==> config.mk <==
export PLATFORM = sky130hd
export DESIGN_NAME = hpc_cmd_engine
export DESIGN_NICKNAME = d
export VERILOG_FILES = /design/src/rtl/hpc_cmd_pkg.sv /design/src/rtl/hpc_cmd_decode.sv /design/src/rtl/hpc_busy_timer.sv /design/src/rtl/hpc_slot_bank.sv /design/src/rtl/hpc_cmd_engine.sv
export SDC_FILE = /design/constraint.sdc
export NUM_CORES = 1
export LEC_CHECK = 0
export BUFFER_PORTS_ARGS = -buffer_cell sky130_fd_sc_hd__buf_2
export CORE_AREA = 4 4 79 81
export CTS_CLUSTER_DIAMETER = 30
export DETAILED_ROUTE_END_ITERATION = 7
export DIE_AREA = 0 0 83 85
export GPL_TIMING_DRIVEN = 1
export PLACE_DENSITY = 0.74
export SETUP_SLACK_MARGIN = 0.4
export SYNTH_ARGS = -nofsm -noshare
export SYNTH_HDL_FRONTEND = slang
export SYNTH_SLANG_ARGS = --single-unit
==> constraint.sdc <==
create_clock -name clk -period 2.25 [get_ports clk]
set_input_delay 0 -clock clk [delete_from_list [all_inputs] [get_ports clk]]
set_output_delay 0 -clock clk [all_outputs]
set_load 0.05 [all_outputs]
==> src/rtl/hpc_cmd_pkg.sv <==
package hpc_cmd_pkg;
  localparam int CODE_W  = 8;
  localparam int SLOT_FW = 5;
  localparam int ERR_W   = 3;

  // error bitmap positions
  localparam int ERR_SW  = 0;
  localparam int ERR_CMD = 1;
  localparam int ERR_SPD = 2;

  localparam logic [1:0] ST_PWR_ONLY = 2'd1;
  localparam logic [1:0] ST_ENABLED  = 2'd2;
  localparam logic [1:0] ST_DISABLED = 2'd3;
  localparam logic [1:0] IND_OFF     = 2'd3;
  localparam logic [CODE_W-1:0] BUS_RESET = 8'h40;

  typedef struct packed {
    logic             do_slot;
    logic             do_all;
    logic [1:0]       all_st;
    logic             do_bus;
    logic [ERR_W-1:0] err;
  } hpc_action_t;
endpackage

==> src/rtl/hpc_cmd_decode.sv <==
module hpc_cmd_decode
  import hpc_cmd_pkg::*;
#(
  parameter int NUM_SLOTS = 4
) (
  input  logic [CODE_W-1:0]  code,
  input  logic [SLOT_FW-1:0] tgt,
  input  logic [7:0]         prog_if,
  input  logic [NUM_SLOTS-1:0] mrl_open,
  output hpc_action_t        act
);
  logic tgt_ok, tgt_mrl, wants_power;

  always_comb begin
    tgt_ok  = 1'b0;
    tgt_mrl = 1'b0;
    for (int i = 0; i < NUM_SLOTS; i++) begin
      if (int'(tgt) == i) begin
        tgt_ok  = 1'b1;
        tgt_mrl = mrl_open[i];
      end
    end
  end

  assign wants_power = (code[1:0] == ST_PWR_ONLY) || (code[1:0] == ST_ENABLED);

  always_comb begin
    act = '0;
    if (code[7:6] == 2'b00) begin
      if (!tgt_ok)                  act.err[ERR_CMD] = 1'b1;
      else if (wants_power && tgt_mrl) act.err[ERR_SW] = 1'b1;
      else                          act.do_slot = 1'b1;
    end else if (code <= 8'h44) begin
      act.do_bus = 1'b1;
    end else if (code == 8'h48 || code == 8'h49) begin
      act.all_st = code[0] ? ST_ENABLED : ST_PWR_ONLY;
      if (|mrl_open) act.err[ERR_SW] = 1'b1;
      else           act.do_all = 1'b1;
    end else if (code >= 8'h50 && code <= 8'h5D) begin
      if (prog_if == 8'd2) act.do_bus = 1'b1;
      else                 act.err[ERR_SPD] = 1'b1;
    end else begin
      act.err[ERR_CMD] = 1'b1;
    end
  end

  // a rejected command never also carries an action
  always_comb begin
    a_r7_err_excludes_action: assert ((act.err == '0) ||
      !(act.do_slot || act.do_all || act.do_bus));
  end
endmodule

==> src/rtl/hpc_busy_timer.sv <==
module hpc_busy_timer #(
  parameter int BUSY_CYCLES = 4
) (
  input  logic clk,
  input  logic rst_n,
  input  logic start,
  output logic busy,
  output logic finish
);
  localparam int CNT_W = $clog2(BUSY_CYCLES + 1);

  logic             busy_q, busy_d;
  logic [CNT_W-1:0] cnt_q, cnt_d;

  always_comb begin
    busy_d = busy_q;
    cnt_d  = cnt_q;
    if (start) begin
      busy_d = 1'b1;
      cnt_d  = CNT_W'(BUSY_CYCLES - 1);
    end else if (busy_q) begin
      if (cnt_q == '0) busy_d = 1'b0;
      else             cnt_d  = cnt_q - 1'b1;
    end
  end

  always_ff @(posedge clk or negedge rst_n) begin
    if (!rst_n) begin
      busy_q <= 1'b0;
      cnt_q  <= '0;
    end else begin
      busy_q <= busy_d;
      cnt_q  <= cnt_d;
    end
  end

  assign busy   = busy_q;
  assign finish = busy_q && (cnt_q == '0);

  a_r8_cnt_in_range: assert property (@(posedge clk) disable iff (!rst_n)
    busy_q |-> (int'(cnt_q) < BUSY_CYCLES));
  a_r8_no_restart: assert property (@(posedge clk) disable iff (!rst_n)
    start |-> !busy_q);
endmodule

==> src/rtl/hpc_slot_bank.sv <==
module hpc_slot_bank
  import hpc_cmd_pkg::*;
#(
  parameter int NUM_SLOTS = 4
) (
  input  logic                   clk,
  input  logic                   rst_n,
  input  logic                   apply,
  input  hpc_action_t            act,
  input  logic [CODE_W-1:0]      code,
  input  logic [SLOT_FW-1:0]     tgt,
  output logic [2*NUM_SLOTS-1:0] slot_state,
  output logic [2*NUM_SLOTS-1:0] pwr_ind,
  output logic [2*NUM_SLOTS-1:0] attn_ind
);
  for (genvar g = 0; g < NUM_SLOTS; g++) begin : g_slot
    logic [1:0] st_q, st_d, pw_q, pw_d, at_q, at_d;
    logic       hit;

    assign hit = apply && act.do_slot && (tgt == SLOT_FW'(g));

    always_comb begin
      st_d = st_q;
      pw_d = pw_q;
      at_d = at_q;
      if (hit) begin
        if (code[1:0] != 2'd0) st_d = code[1:0];
        if (code[3:2] != 2'd0) pw_d = code[3:2];
        if (code[5:4] != 2'd0) at_d = code[5:4];
      end else if (apply && act.do_all) begin
        st_d = act.all_st;
      end
    end

    always_ff @(posedge clk or negedge rst_n) begin
      if (!rst_n) begin
        st_q <= ST_DISABLED;
        pw_q <= IND_OFF;
        at_q <= IND_OFF;
      end else begin
        st_q <= st_d;
        pw_q <= pw_d;
        at_q <= at_d;
      end
    end

    assign slot_state[2*g +: 2] = st_q;
    assign pwr_ind[2*g +: 2]    = pw_q;
    assign attn_ind[2*g +: 2]   = at_q;

    // an update never writes the unused zero encoding
    a_r1_no_zero_state: assert property (@(posedge clk) disable iff (!rst_n)
      (st_q != 2'd0) && (pw_q != 2'd0) && (at_q != 2'd0));
  end
endmodule

==> src/rtl/hpc_cmd_engine.sv <==
module hpc_cmd_engine
  import hpc_cmd_pkg::*;
#(
  parameter int NUM_SLOTS   = 4,
  parameter int BUSY_CYCLES = 4
) (
  input  logic                   clk,
  input  logic                   rst_n,
  input  logic                   cmd_wr,
  input  logic [15:0]            cmd_word,
  input  logic [7:0]             prog_if,
  input  logic [NUM_SLOTS-1:0]   mrl_open,
  input  logic                   det_clr,
  output logic [3:0]             cmd_status,
  output logic                   cmd_done,
  output logic                   cmd_det,
  output logic [2*NUM_SLOTS-1:0] slot_state,
  output logic [2*NUM_SLOTS-1:0] pwr_ind,
  output logic [2*NUM_SLOTS-1:0] attn_ind,
  output logic [7:0]             bus_mode
);
  logic                accept, busy, finish;
  logic [CODE_W-1:0]   code_q, code_d;
  logic [SLOT_FW-1:0]  tgt_q, tgt_d;
  logic [ERR_W-1:0]    err_q, err_d;
  logic [CODE_W-1:0]   bus_q, bus_d;
  logic                done_q, det_q, det_d;
  hpc_action_t         act;

  assign accept = cmd_wr && !busy;

  hpc_busy_timer #(.BUSY_CYCLES(BUSY_CYCLES)) u_timer (
    .clk(clk), .rst_n(rst_n), .start(accept), .busy(busy), .finish(finish)
  );

  hpc_cmd_decode #(.NUM_SLOTS(NUM_SLOTS)) u_decode (
    .code(code_q), .tgt(tgt_q), .prog_if(prog_if), .mrl_open(mrl_open), .act(act)
  );

  hpc_slot_bank #(.NUM_SLOTS(NUM_SLOTS)) u_bank (
    .clk(clk), .rst_n(rst_n), .apply(finish), .act(act), .code(code_q), .tgt(tgt_q),
    .slot_state(slot_state), .pwr_ind(pwr_ind), .attn_ind(attn_ind)
  );

  always_comb begin
    code_d = code_q;
    tgt_d  = tgt_q;
    err_d  = err_q;
    bus_d  = bus_q;
    det_d  = det_q;
    if (accept) begin
      code_d = cmd_word[7:0];
      tgt_d  = cmd_word[12:8];
      err_d  = '0;
    end
    if (finish) begin
      err_d = act.err;
      if (act.do_bus) bus_d = code_q;
    end
    if (finish)       det_d = 1'b1;
    else if (det_clr) det_d = 1'b0;
  end

  always_ff @(posedge clk or negedge rst_n) begin
    if (!rst_n) begin
      code_q <= '0;
      tgt_q  <= '0;
      err_q  <= '0;
      bus_q  <= BUS_RESET;
      done_q <= 1'b0;
      det_q  <= 1'b0;
    end else begin
      code_q <= code_d;
      tgt_q  <= tgt_d;
      err_q  <= err_d;
      bus_q  <= bus_d;
      done_q <= finish;
      det_q  <= det_d;
    end
  end

  assign cmd_status = {err_q, busy};
  assign cmd_done   = done_q;
  assign cmd_det    = det_q;
  assign bus_mode   = bus_q;

  a_r9_done_after_busy: assert property (@(posedge clk) disable iff (!rst_n)
    cmd_done |-> (!cmd_status[0] && $past(cmd_status[0])));
  a_r9_error_onehot: assert property (@(posedge clk) disable iff (!rst_n)
    $onehot0(cmd_status[3:1]));
  a_r7_reject_keeps_slots: assert property (@(posedge clk) disable iff (!rst_n)
    (cmd_done && cmd_status[3:1] != 3'd0) |->
      (slot_state == $past(slot_state) && pwr_ind == $past(pwr_ind) &&
       attn_ind == $past(attn_ind) && bus_mode == $past(bus_mode)));
  a_r8_slots_frozen_busy: assert property (@(posedge clk) disable iff (!rst_n)
    (cmd_status[0] && $past(cmd_status[0])) |->
      ($stable(slot_state) && $stable(pwr_ind) && $stable(attn_ind)));
  a_r9_det_sticky: assert property (@(posedge clk) disable iff (!rst_n)
    (cmd_det && !det_clr) |=> cmd_det);
endmodule

## Word-level counts from Yosys, hierarchy flattened

Cells that the tools add are included.
W data, S select, Z words.

- Output and inout bits: 38
- Register bits after elaboration: 54
- Word-level logic and storage cells: 127
- Bits of input ports: 32

- Reduce and logical (&&, ||, !) cells: 42
- Order comparisons: 3
- Multiplexer cells: 45
- Equal/unequal tests: 16
- Add/subtract/negate cells: 1

Operator list:

| kind | count |
|---|---|
| $reduce_and A2 Y1 | 14 |
| $mux W3 | 9 |
| $mux W1 | 26 |
| $reduce_bool A2 Y1 | 10 |
| $mux W2 | 9 |
| $eq A8 B7 Y1 const B | 2 |
| $le A8 B7 Y1 const B | 2 |
| $eq A5 B2 Y1 const B | 3 |
| $eq A5 B3 Y1 const B | 2 |
| $logic_and A1 B1 Y1 | 10 |
| $logic_not A5 Y1 | 2 |
| $ne A2 B2 Y1 const B | 5 |
| $eq A8 B2 Y1 const B | 1 |
| $ge A8 B7 Y1 const B | 1 |
| $eq A5 B1 Y1 const B | 1 |
| $mux W5 | 1 |
| $reduce_or A4 Y1 | 1 |
| $logic_not A3 Y1 | 1 |
| $sub A3 B1 Y3 const B | 1 |
| $eq A2 B1 Y1 const B | 1 |
| $eq A2 B2 Y1 const B | 1 |
| $logic_not A2 Y1 | 1 |
| $logic_or A1 B1 Y1 | 2 |
| $logic_not A1 Y1 | 1 |

## Longest topological paths before layout

Gate-level depths: netlist (run 1).

- Depth after elaboration: 13
- Mapped depth: 9
- Depth with buffers taken out: 9

## By module

From an unflattened synthesis (run 1), not the netlist that was laid out.

- Cells, all modules: 222
- Area, all modules: 2650.0 um^2

Modules (own cells, without submodules):

| module | cells each | area each (um^2) | instances |
|---|---|---|---|
| hpc_slot_bank | 105 | 1172.4 | 1 |
| hpc_cmd_engine | 64 | 1031.0 | 1 |
| hpc_busy_timer | 22 | 225.2 | 1 |
| hpc_cmd_decode | 31 | 221.5 | 1 |

## Least setup slack after synthesis (run 1)

No wires, ideal clock.

- Kind: reg2reg
- Start: register u_timer.cnt_q[0]
- End: register u_bank.g_slot[1].st_q[1]
- Stages on the path, launching flop included: 10
- Data arrival time: 2.151 ns
- Path slack: 0.018 ns
- Setup time: 0.081 ns
- Data required time: 2.169 ns
- Cells stage by stage: dfrtp_1 > inv_1 > ha_1 > nor2b_1 > nand2_2 > clkinv_1 > nand3_1 > or4_4 > nor3b_1 > a211oi_2

- Word-level cells in the longest chain between the ends: 6

Ends and longest elaborated chain:

| item | line | text |
|---|---|---|
| start: declaration | hpc_busy_timer.sv:13 | `logic [CNT_W-1:0] cnt_q, cnt_d;` |
| start signal: assignment | hpc_busy_timer.sv:33 | `cnt_q <= cnt_d;` |
| $logic_not A3 Y1 (*) | hpc_busy_timer.sv:38 | `assign finish = busy_q && (cnt_q == '0);` |
| $logic_and A1 B1 Y1 (*) | hpc_busy_timer.sv:38 |  |
| $logic_and A1 B1 Y1 (2 in series) | hpc_slot_bank.sv:20 | `assign hit = apply && act.do_slot && (tgt == SLOT_FW'(g));` |
| $ne A2 B2 Y1 (no line) or $reduce_bool A2 Y1 (tied branches) | - |  |
| $reduce_and A2 Y1 (no line) | - |  |
| end signal: assignment | hpc_slot_bank.sv:41 | `st_q <= st_d;` |
| end: declaration | hpc_slot_bank.sv:17 | `logic [1:0] st_q, st_d, pw_q, pw_d, at_q, at_d;` |

Every way passes the cells marked *; elsewhere a longest branch is shown, timed or not.
A chain may end at the register's enable or synchronous reset.

## Final worst setup path (run 1)

- Start: register u_timer.cnt_q[1]
- End: register u_bank.g_slot[2].at_q[0]

- Word-level cells in the longest chain between the ends: 5

Ends and longest elaborated chain:

| item | line | text |
|---|---|---|
| $logic_not A3 Y1 | hpc_busy_timer.sv:38 |  |
| $logic_and A1 B1 Y1 | hpc_busy_timer.sv:38 |  |
| $logic_and A1 B1 Y1 (2 in series) | hpc_slot_bank.sv:20 |  |
| $reduce_and A2 Y1 (no line) | - |  |
| end signal: assignment | hpc_slot_bank.sv:43 | `at_q <= at_d;` |
| end: declaration | hpc_slot_bank.sv:17 |  |

Every way passes these cells.

==> results.toml, run 1 <==
[run_status]
status = "finished, final reports clean"

[timing]
final-setup-viol-count = 0
final_count_of_pins_violating_max_slew = 0
setup_repair_after_global_routing_missed_its_margin = "yes"
period_needed_ps = 1920
final.setup_skew_ps = 10.1
min_period_over_period_pct = 85.4
fmaxAchievable_mhz = 520
timing_hold_violations_final = 0
slew_headroom_pct = 34.8
final_critical_path_setup_slack_ps = 328
final_total_negative_setup_slack_ps = 0
max_slew.worst_pin.slew_ps = 969

[synthesis]
synth_compound_area_share_pct = 13.4
ys.warnings.count = 0
post_synth_main_area_contributors = "dfrtp_1, dfstp_2, nand2_1, a22o_1, ha_1"
synth_top_cells_by_count = "nand2_1, dfrtp_1, dfstp_2"
synth-edff-count = 0
async_sr_flop_fraction_pct = 100
yosys.area_share.simple_pct = 22.9
synth.yosys.seq_area_share_pct = 54.6
syn_area_per_cell_um2 = 10.6
synth_top_cell_by_area = "dfrtp_1"
synthDominantCellAreaShare_pct = 28.6
syn_nets = 276
ys.flop_type = "dfrtp_1"
yosys.area_share.xor_xnor_pct = 0
synthCells = 239
synth_top_family_by_area = "simple AND/OR/NAND/NOR gates"
synth_adder_area_share_pct = 2.47
synthesis.area_um2 = 2530
postSynthRegisterBits = 54
synthMostInstantiatedCell = "nand2_1"
yosys.cell_types.count = 47
synth.mux.area_fraction_pct = 3.21

[worst_setup_path]
critical_path_peak_fanout = 5
worst_setup_path_start_kind = "register"
worstPathRequired_ps = 2510
crit_type = "reg -> reg"
setup.worst_path.end_class = "register"
timing.critical_path.cells = "inv_2 > ha_4 > nor2b_4 > nand2_2 > clkinv_4 > nand3_4 > buf_6 > nor4b_4 > buf_6 > nand2_1 > a22o_1"
crit_path_max_incr_delay_ps = 410
cp.arrival_ps = 2180
library_cell_contributing_the_largest_single_delay_on_the_critical_path = "dfrtp_1"
crit_top_cell = "buf_6"

[cts]
clk_transition_reported_paths_ps = 100
insertion_delay_ps = 320
cts.root.buffer_cell = "clkbuf_8"
cts_buffers = 5
ctsLongestPathBuffers = 2
cts.sink_count = 54
tritoncts = "built"
cts-htree-levels = 2

[detailed_routing]
drt-pass1-iter-count = 4
detail_route.drc_violations = 0
finalWirelength_um = 7220
detail-route-antenna-nets = 0
vias_per_cell = 5.39
via_count = 2312
drt-wirelength-per-cell_um = 16.8
drtIter0Drc = 110

[finish]
synthToLayoutAreaGrowth_pct = 44.5
diode_count = 0
post_route_cells_drive_above_1_share_pct = 51.3
design.final.nets = 393

[flow_run]
max_cap_violations = 0

[grt]
antenna_violations_before_repair = 0
global_route.usage.total_pct = 19.7
gr-total-overflow = 0
first_global_vias = 2269
grt_first_pass_wirelength_um = 11200
grt_max_degree = 24

[pwr]
power.share.switching_pct = 47.2
seqPwrFrac_pct = 33.8
power.density_nw_per_um2 = 1330
power_frac_clock_pct = 11.7
ir_drop_v = 0.000608
power_report.internal_total_w = 0.00257
p_switching_w = 0.00230
combinationalPowerShare_pct = 54.5
total_leakage_power_nw = 1.70

[floorplanning]
io-pin-count = 70
design.die.area_um2 = 7060
num_rows = 27
die_width_um = 83
core_region_area_um2 = 5470
initial_utilization_pct = 46.3
die_h_um = 85

[worst_hold_path]
holdCritPathClass = "in -> async"

[place]
place_hpwl_um = 4470
placement.io_buffers = 66
routabilityCongestion = 0.846
placement.setup.worst_slack_ps = 129
routing by layer:
layer	GRT usage, %	routed length (um)	up-vias
li1	-	-	1088
met1	26.1	3090	1126
met2	30.8	3580	83
met3	4.37	393	15
met4	9.66	159	0
met5	0	0	-
cells in the final DEF, fill, tap and decap left out, drive strengths merged, types with 2 or more instances in the layout:
cell type | netlist | layout
buf | 4 | 104
nand2 | 57 | 57
dfrtp | 29 | 29
dfstp | 25 | 25
a22o | 16 | 16
dlygate4sd3 | 0 | 16
nor2 | 14 | 14
nand3 | 8 | 8
nor3 | 8 | 8
inv | 6 | 7
nand2b | 6 | 6
mux2 | 6 | 6
o21ai | 5 | 5
clkbuf | 7 | 5
a211oi | 5 | 5
ha | 5 | 5
o211ai | 4 | 4
nor2b | 4 | 4
nor4 | 4 | 4
a31oi | 3 | 3
a21oi | 3 | 3
clkinv | 1 | 2
o221a | 1 | 2
or3 | 2 | 2
nor4b | 2 | 2
logic make-up (layout without fill, tap and decap cells):
logic type / count (synthesis) / after routing
DFF: 54 / 54
adders and majority gates: 5 / 5
AOI/OAI and AO/OA: 42 / 43
and+or+nand+nor: 113 / 113
buffers and inverters: 18 / 135
muxes: 7 / 7
flip-flops by register name, summed over array words and instances, names as in the netlist, 3 cells and up:
register	flops
tgt_q	5
u_bank.g_slot.st_q	8
err_q	3
u_bank.g_slot.at_q	8
bus_mode	8
code_q	8
u_bank.g_slot.pw_q	8
u_timer.cnt_q	3
critical path: cells and delay by family (launching register included):
family	cells	cell delay (ps)
buffers and inverters	4	480
adders and majority gates	1	140
DFF	1	410
and+or+nand+nor	5	670
AOI/OAI and AO/OA	1	170
timing repair:
item | 4_1_cts | 5_1_grt
hold endpoints to repair | 50 | 0
pin swaps | 12 | 10
hold buffers | 16 | 0
gates cloned | 1 | 2
gates resized for setup | 20 | 18
endpoints found under the setup margin | 31 | 33
setup buffers | 12 | 8
worst paths after layout:
path | startpoint | to | slack, ps | depth (start not counted)
worst max-delay path | u_timer.cnt_q[1] | u_bank.g_slot[2].at_q[0] | 330 | 11
worst min-delay path | rst_n | code_q[4] | 90 | 2
worst max register to register | u_timer.cnt_q[1] | u_bank.g_slot[2].at_q[0] | 330 | 11
worst min register to register | u_bank.g_slot[2].st_q[0] | u_bank.g_slot[2].st_q[0] | 510 | 2
max in group asynchronous | rst_n | u_bank.g_slot[3].st_q[1] | 1500 | 3
min in group clk | prog_if[1] | err_q[2] | 110 | 3
power by group through the flow:
| stage | Clock (W) | Sequential, W | Combinational, W |
|---|---|---|---|
| 2_1_floorplan | 0 | 0.00231 | 0.000979 |
| 3_3_place_gp | 0 | 0.00162 | 0.00214 |
| 3_5_place_dp | 0 | 0.00164 | 0.00218 |
| 4_1_cts | 0.000577 | 0.00163 | 0.00244 |
| 5_1_grt | 0.000617 | 0.00169 | 0.00282 |
| 6_report | 0.000567 | 0.00164 | 0.00265 |
through the flow:
step | std cells | util (%) | instance area [um2] | hold WS, ps | power [W]
after floorplan | 239 | - | 2570 | -296 | 0.00329
after CTS | 419 | 64.2 | 3510 | 67.1 | 0.00465
after global placement | 382 | 55.8 | 3050 | -98.5 | 0.00377
after global routing | 429 | 66.9 | 3660 | 120 | 0.00513
after detailed placement | 382 | 55.8 | 3050 | -92.6 | 0.00382
final | 429 | 66.9 | 3660 | 94.9 | 0.00486
layout make-up:
type,count,area (um2)
Multi-Input combinational cell,168,1280
Clock buffer,5,68.8
Inverter,7,31.3
Sequential cell,54,1380
Fill cell,419,1810
Tap cell,72,90.1
Timing Repair Buffer,120,786
Clock inverter,3,25.0
Power figures use the tool's default switching activity.
==> run 2, diff against run 1 <==
RECOVER_POWER = 50   (was not set)
==> run 2 against run 1 <==
Register-to-register slack is essentially flat. Worst hold slack better by 21 ps. Core utilization is 0.57 points lower. Combinational power about the same. Sequential power is essentially flat. Global-route usage is the same. Critical path type unchanged. Count of clock-buffer cells in the layout unchanged. Sequential share of layout area increased by 0.33 points. First-iteration DRC count up 14%. Die area is the same. Maximum frequency hardly changed.
==> results.toml, run 2 (synthesis results as in run 1) <==
[detailed_routing]
drtIter0Drc = 125
detail-route-antenna-nets = 0
finalWirelength_um = 7260
drt-pass1-iter-count = 4
detail_route.drc_violations = 0
drt-wirelength-per-cell_um = 16.9
via_count = 2317
vias_per_cell = 5.40

[finish]
most-common-layout-cells = "nand2_1, buf_2, buf_4, dfrtp_1, dfstp_2"
synthToLayoutAreaGrowth_pct = 43.3
fillers = 437
post_route_cells_drive_above_1_share_pct = 45.4
layout.cells.non_filler = 429
diode_count = 0
layout_commonest_cell = "nand2_1"
final_design_area_no_fill_um2 = 3630
design.final.nets = 393
final_util_pct = 66.3

[floorplanning]
num_rows = 27
die_h_um = 85
initial_utilization_pct = 46.3
core_region_area_um2 = 5470
die_width_um = 83
io-pin-count = 70
design.die.area_um2 = 7060

[timing]
fmaxAchievable_mhz = 520
final-setup-viol-count = 0
min_period_over_period_pct = 85.5
timing_hold_violations_final = 0
max_slew.worst_pin.slew_ps = 1000
slew_headroom_pct = 33.3
final.setup_skew_ps = 8.92
setup_repair_after_global_routing_missed_its_margin = "yes"
fin_worst_hold_slack_ps = 116
period_needed_ps = 1920
final_total_negative_setup_slack_ps = 0
final_count_of_pins_violating_max_slew = 0

[worst_setup_path]
cp.arrival_ps = 2190
critical_path_peak_fanout = 5
library_cell_contributing_the_largest_single_delay_on_the_critical_path = "dfrtp_1"
worstPathRequired_ps = 2510
crit_top_cell = "buf_6"
setup.worst_path.end_class = "register"
timing.critical_path.max_delay_family = "simple AND/OR/NAND/NOR gates"
crit_path_max_incr_delay_ps = 410
timing.critical_path.cells = "inv_2 > ha_4 > nor2b_4 > nand2_2 > clkinv_4 > nand3_4 > buf_6 > nor4b_4 > buf_6 > nand2_1 > a22o_1"
timing.critical_path.buf_inv = 4
crit_type = "reg -> reg"
worst_r2r_startpoint = "u_timer.cnt_q[1]"
worstReg2RegEnd = "u_bank.g_slot[2].at_q[0]"
worst_setup_path_start_kind = "register"
worstRegToRegCells = 11
setup.reg_to_reg.worst_slack_ps = 330

[worst_hold_path]
hp-start = "prog_if[1]"
holdCritPathClass = "in -> reg"
timing.hold.worst_path_depth = 3
min_delay_worst_endpoint = "err_q[2]"

[flow_run]
max_cap_violations = 0

[grt]
antenna_violations_before_repair = 0
first_global_vias = 2269
gr-total-overflow = 0
grt_first_pass_wirelength_um = 11200
grt_max_degree = 24
global_route.usage.total_pct = 19.7

[pwr]
combinationalPowerShare_pct = 54.2
power_frac_clock_pct = 11.8
total_leakage_power_nw = 1.62
seqPwrFrac_pct = 34.0
power_report.internal_total_w = 0.00254
ir_drop_v = 0.000607
power.share.switching_pct = 47.6
power.density_nw_per_um2 = 1340
p_switching_w = 0.00231

[cts]
cts.root.buffer_cell = "clkbuf_8"
cts.sink_count = 54
clk_transition_reported_paths_ps = 110
tritoncts = "built"
cts_buffers = 5
insertion_delay_ps = 320
cts-htree-levels = 2
ctsLongestPathBuffers = 2

[run_status]
status = "finished, final reports clean"

[place]
dp.cells = 382
place_hpwl_um = 4470
routabilityCongestion = 0.846
detailed_place.area_um2 = 3050
placement.io_buffers = 66
-- run 2: cell types whose count changed in the layout (fill, tap and decap cells not counted) --
cell | previous run | this run
buf_2 | 68 | 48
buf_4 | 32 | 30
clkbuf_1 | 0 | 21
clkbuf_2 | 0 | 1
-- run 2: worst register-to-register path, stage by stage, from the launching register on --
cell,delay [ps]
dfrtp_1,410
inv_2,90
ha_4,140
nor2b_4,150
nand2_2,80
clkinv_4,60
nand3_4,60
buf_6,160
nor4b_4,340
buf_6,170
nand2_1,50
a22o_1,170
-- run 2: what timing repair did --
action	in CTS	in global routing
resized for setup	20	18
gates cloned	1	2
pin swaps	12	10
hold endpoints to repair	50	0
endpoints found under the setup margin	31	33
hold buffers	16	0
setup buffers	12	8
-- run 2: area by class of cell --
cell class                 instances  area, um2  share of cell area (%)
inverter                           7       31.3                   0.862
multi-input combinational        168       1280                    35.2
clock inverter                     3       25.0                   0.689
timing repair buffer             120        754                    20.8
tap                               72       90.1                    2.48
clock buffer                       5       68.8                    1.90
sequential                        54       1380                    38.1
-- run 2: worst max-delay path by stage --
| stage | endpoint | cells past startpoint | from |
|---|---|---|---|
| after floorplan | u_bank.g_slot[1].st_q[1] | 7 | tgt_q[0] |
| after global placement | u_bank.g_slot[0].st_q[1] | 5 | code_q[2] |
| after detailed placement | u_bank.g_slot[0].pw_q[1] | 6 | tgt_q[0] |
| after CTS | u_bank.g_slot[1].st_q[1] | 5 | tgt_q[0] |
| after global routing | u_bank.g_slot[2].st_q[1] | 7 | code_q[1] |
| final | u_bank.g_slot[2].at_q[0] | 11 | u_timer.cnt_q[1] |
-- run 2: power groups by stage --
stage                     clock network, W  logic (W)  registers (W)
final                             0.000573    0.00263        0.00165
after global routing              0.000617    0.00279        0.00169
after CTS                         0.000577    0.00244        0.00163
after detailed placement                 0    0.00218        0.00164
after global placement                   0    0.00214        0.00162
after floorplan                          0   0.000979        0.00231
-- run 2: layer usage --
| layer | part of all wire (%) | GRT usage (%) |
|---|---|---|
| met5 | 0 | 0 |
| met4 | 1.9 | 9.66 |
| met3 | 5.2 | 4.37 |
| met2 | 49 | 30.8 |
| met1 | 44 | 26.1 |
-- run 2: through the flow --
step,setup slack [ps],power [W]
after floorplan,294,0.00329
after global placement,215,0.00377
after detailed placement,129,0.00382
after CTS,368,0.00465
after global routing,225,0.00510
final,327,0.00485
==> run 3, diff against run 2 <==
==> constraint.sdc (replaced) <==
create_clock -name clk -period 2.25 [get_ports clk]
set_input_delay 0.225 -clock clk [delete_from_list [all_inputs] [get_ports clk]]
set_output_delay 0.225 -clock clk [all_outputs]
set_load 0.05 [all_outputs]
==> run 3 against run 2 <==
Clock power hardly changed. Clock skew is 1.8 ps higher. Final cell count is 3.0% lower. Core utilization is 2.1 points lower. Worst setup slack worse by 4.2 ps. Critical endpoint is now u_bank.g_slot[1].st_q[0].
==> results.toml, run 3 (synthesis results as in run 1) <==
[place]
routabilityCongestion = 0.825
placement.setup.worst_slack_ps = 161
placement.io_buffers = 66
dp.cells = 383
place_hpwl_um = 4260

[worst_setup_path]
library_cell_contributing_the_largest_single_delay_on_the_critical_path = "or4_4"
timing.critical_path.max_delay_family = "simple AND/OR/NAND/NOR gates"
cp.arrival_ps = 2160
worst_r2r_startpoint = "tgt_q[0]"
setup.worst_path.end_class = "register"
timing.critical_path.buf_inv = 1
timing.critical_path.cells = "mux2_4 > o221a_4 > or4_4 > buf_4 > nand3_1 > o211ai_1"
worstPathRequired_ps = 2480
startpoint = "tgt_q[0]"
crit_type = "reg -> reg"
worst_setup_path_start_kind = "register"
crit_path_max_incr_delay_ps = 440
critical_path_peak_fanout = 8

[floorplanning]
die_width_um = 83
io-pin-count = 70
initial_utilization_pct = 46.3
design.die.area_um2 = 7060
core_region_area_um2 = 5470
die_h_um = 85
num_rows = 27

[grt]
grt_first_pass_wirelength_um = 10400
first_global_vias = 2178
antenna_violations_before_repair = 0
gr-total-overflow = 0
global_route.usage.total_pct = 17.9
grt_max_degree = 31

[timing]
final_total_negative_setup_slack_ps = 0
final-setup-viol-count = 0
timing_hold_violations_final = 0
min_period_over_period_pct = 85.7
setup_repair_after_global_routing_missed_its_margin = "yes"
final.setup_skew_ps = 10.8
max_slew.worst_pin.slew_ps = 803
final_count_of_pins_violating_max_slew = 0
final_critical_path_setup_slack_ps = 322
period_needed_ps = 1930
fin_worst_hold_slack_ps = 112
fmaxAchievable_mhz = 519
slew_headroom_pct = 46.0

[pwr]
ir_drop_v = 0.000597
power.density_nw_per_um2 = 1370
total_leakage_power_nw = 1.59

[detailed_routing]
finalWirelength_um = 6670
detail-route-antenna-nets = 0
drt-pass1-iter-count = 4
vias_per_cell = 5.29
drtIter0Drc = 137
detail_route.drc_violations = 0
drt-wirelength-per-cell_um = 16.0
via_count = 2200

[cts]
cts-htree-levels = 2
cts.root.buffer_cell = "clkbuf_8"
ctsLongestPathBuffers = 2
tritoncts = "built"
clk_transition_reported_paths_ps = 100
cts_buffers = 5
insertion_delay_ps = 310
cts.sink_count = 54

[finish]
multiInputGateArea_um2 = 1270
design.final.nets = 380
synthToLayoutAreaGrowth_pct = 38.8
layout.area.seq_um2 = 1380
most-common-layout-cells = "nand2_1, buf_2, dfrtp_1, buf_4, dfstp_2"
fillers = 463
layout.cells.non_filler = 416
diode_count = 0
post_route_cells_drive_above_1_share_pct = 47.4
layout_commonest_cell = "nand2_1"

[worst_hold_path]
holdCritPathClass = "in -> reg"
hp-start = "cmd_word[6]"

[flow_run]
max_cap_violations = 0

[run_status]
status = "finished, final reports clean"
## run 3: cell count changes in the layout (fill, tap and decap cells not counted), sizes merged
cell,before,now
inv,7,6
clkbuf,27,24
dlygate4sd3,16,1
clkinvlp,1,0
clkinv,2,3
o221a,2,1
buf,82,89
## run 3: layout make-up
| cell class | count | share of cell area [%] |
|---|---|---|
| inverter | 7 | 0.890 |
| sequential | 54 | 39.3 |
| tap | 72 | 2.56 |
| clock buffer | 6 | 2.35 |
| timing repair buffer | 108 | 18.1 |
| clock inverter | 2 | 0.498 |
| multi-input combinational | 167 | 36.2 |
## run 3: path summary, 6_finish.rpt
path / endpoint / slack [ps] / cells past startpoint
max in group asynchronous: err_q[1] / 640 / 3
min reg2reg: u_bank.g_slot[0].st_q[0] / 500 / 2
min in group asynchronous: bus_mode[0] / 490 / 2
max: u_bank.g_slot[1].st_q[0] / 320 / 6
min: code_q[6] / 110 / 3
max reg2reg: u_bank.g_slot[1].st_q[0] / 320 / 6
## run 3: worst register-to-register path, delay by kind of cell, from the launching register on
kind,cells,cell delay (ps)
and+or+nand+nor,2,520
DFF,1,430
muxes,1,320
AOI/OAI and AO/OA,2,450
buffers and inverters,1,160
## run 3: repair_timing
action                                  CTS  global route
setup buffers                            13             8
pin swaps                                 9            15
endpoints found under the setup margin   28            33
gates resized for setup                  19            26
gates cloned                              0             3
hold buffers                              1             0
endpoints found under the hold margin    12             0
## run 3: per-stage QoR
| stage | utilization (%) | area, um2 | power (W) |
|---|---|---|---|
| after global placement | 55.9 | 3060 | 0.00377 |
| after CTS | 61.4 | 3360 | 0.00459 |
| after floorplan | - | 2570 | 0.00329 |
| after detailed placement | 55.9 | 3060 | 0.00381 |
| after global routing | 64.2 | 3520 | 0.00509 |
| final | 64.2 | 3520 | 0.00481 |
## run 3: where the power goes
| group | total [W] | internal, W | switching [W] |
|---|---|---|---|
| clock network | 0.000571 | 0.000254 | 0.000317 |
| logic | 0.00260 | 0.000888 | 0.00171 |
| registers | 0.00164 | 0.00140 | 0.000238 |
## run 3: per-layer routing
metal	track usage [%]	share of wire, %
met1	24.6	45
met2	28.5	48
met3	3.59	5.0
met4	6.09	1.5
met5	0	0
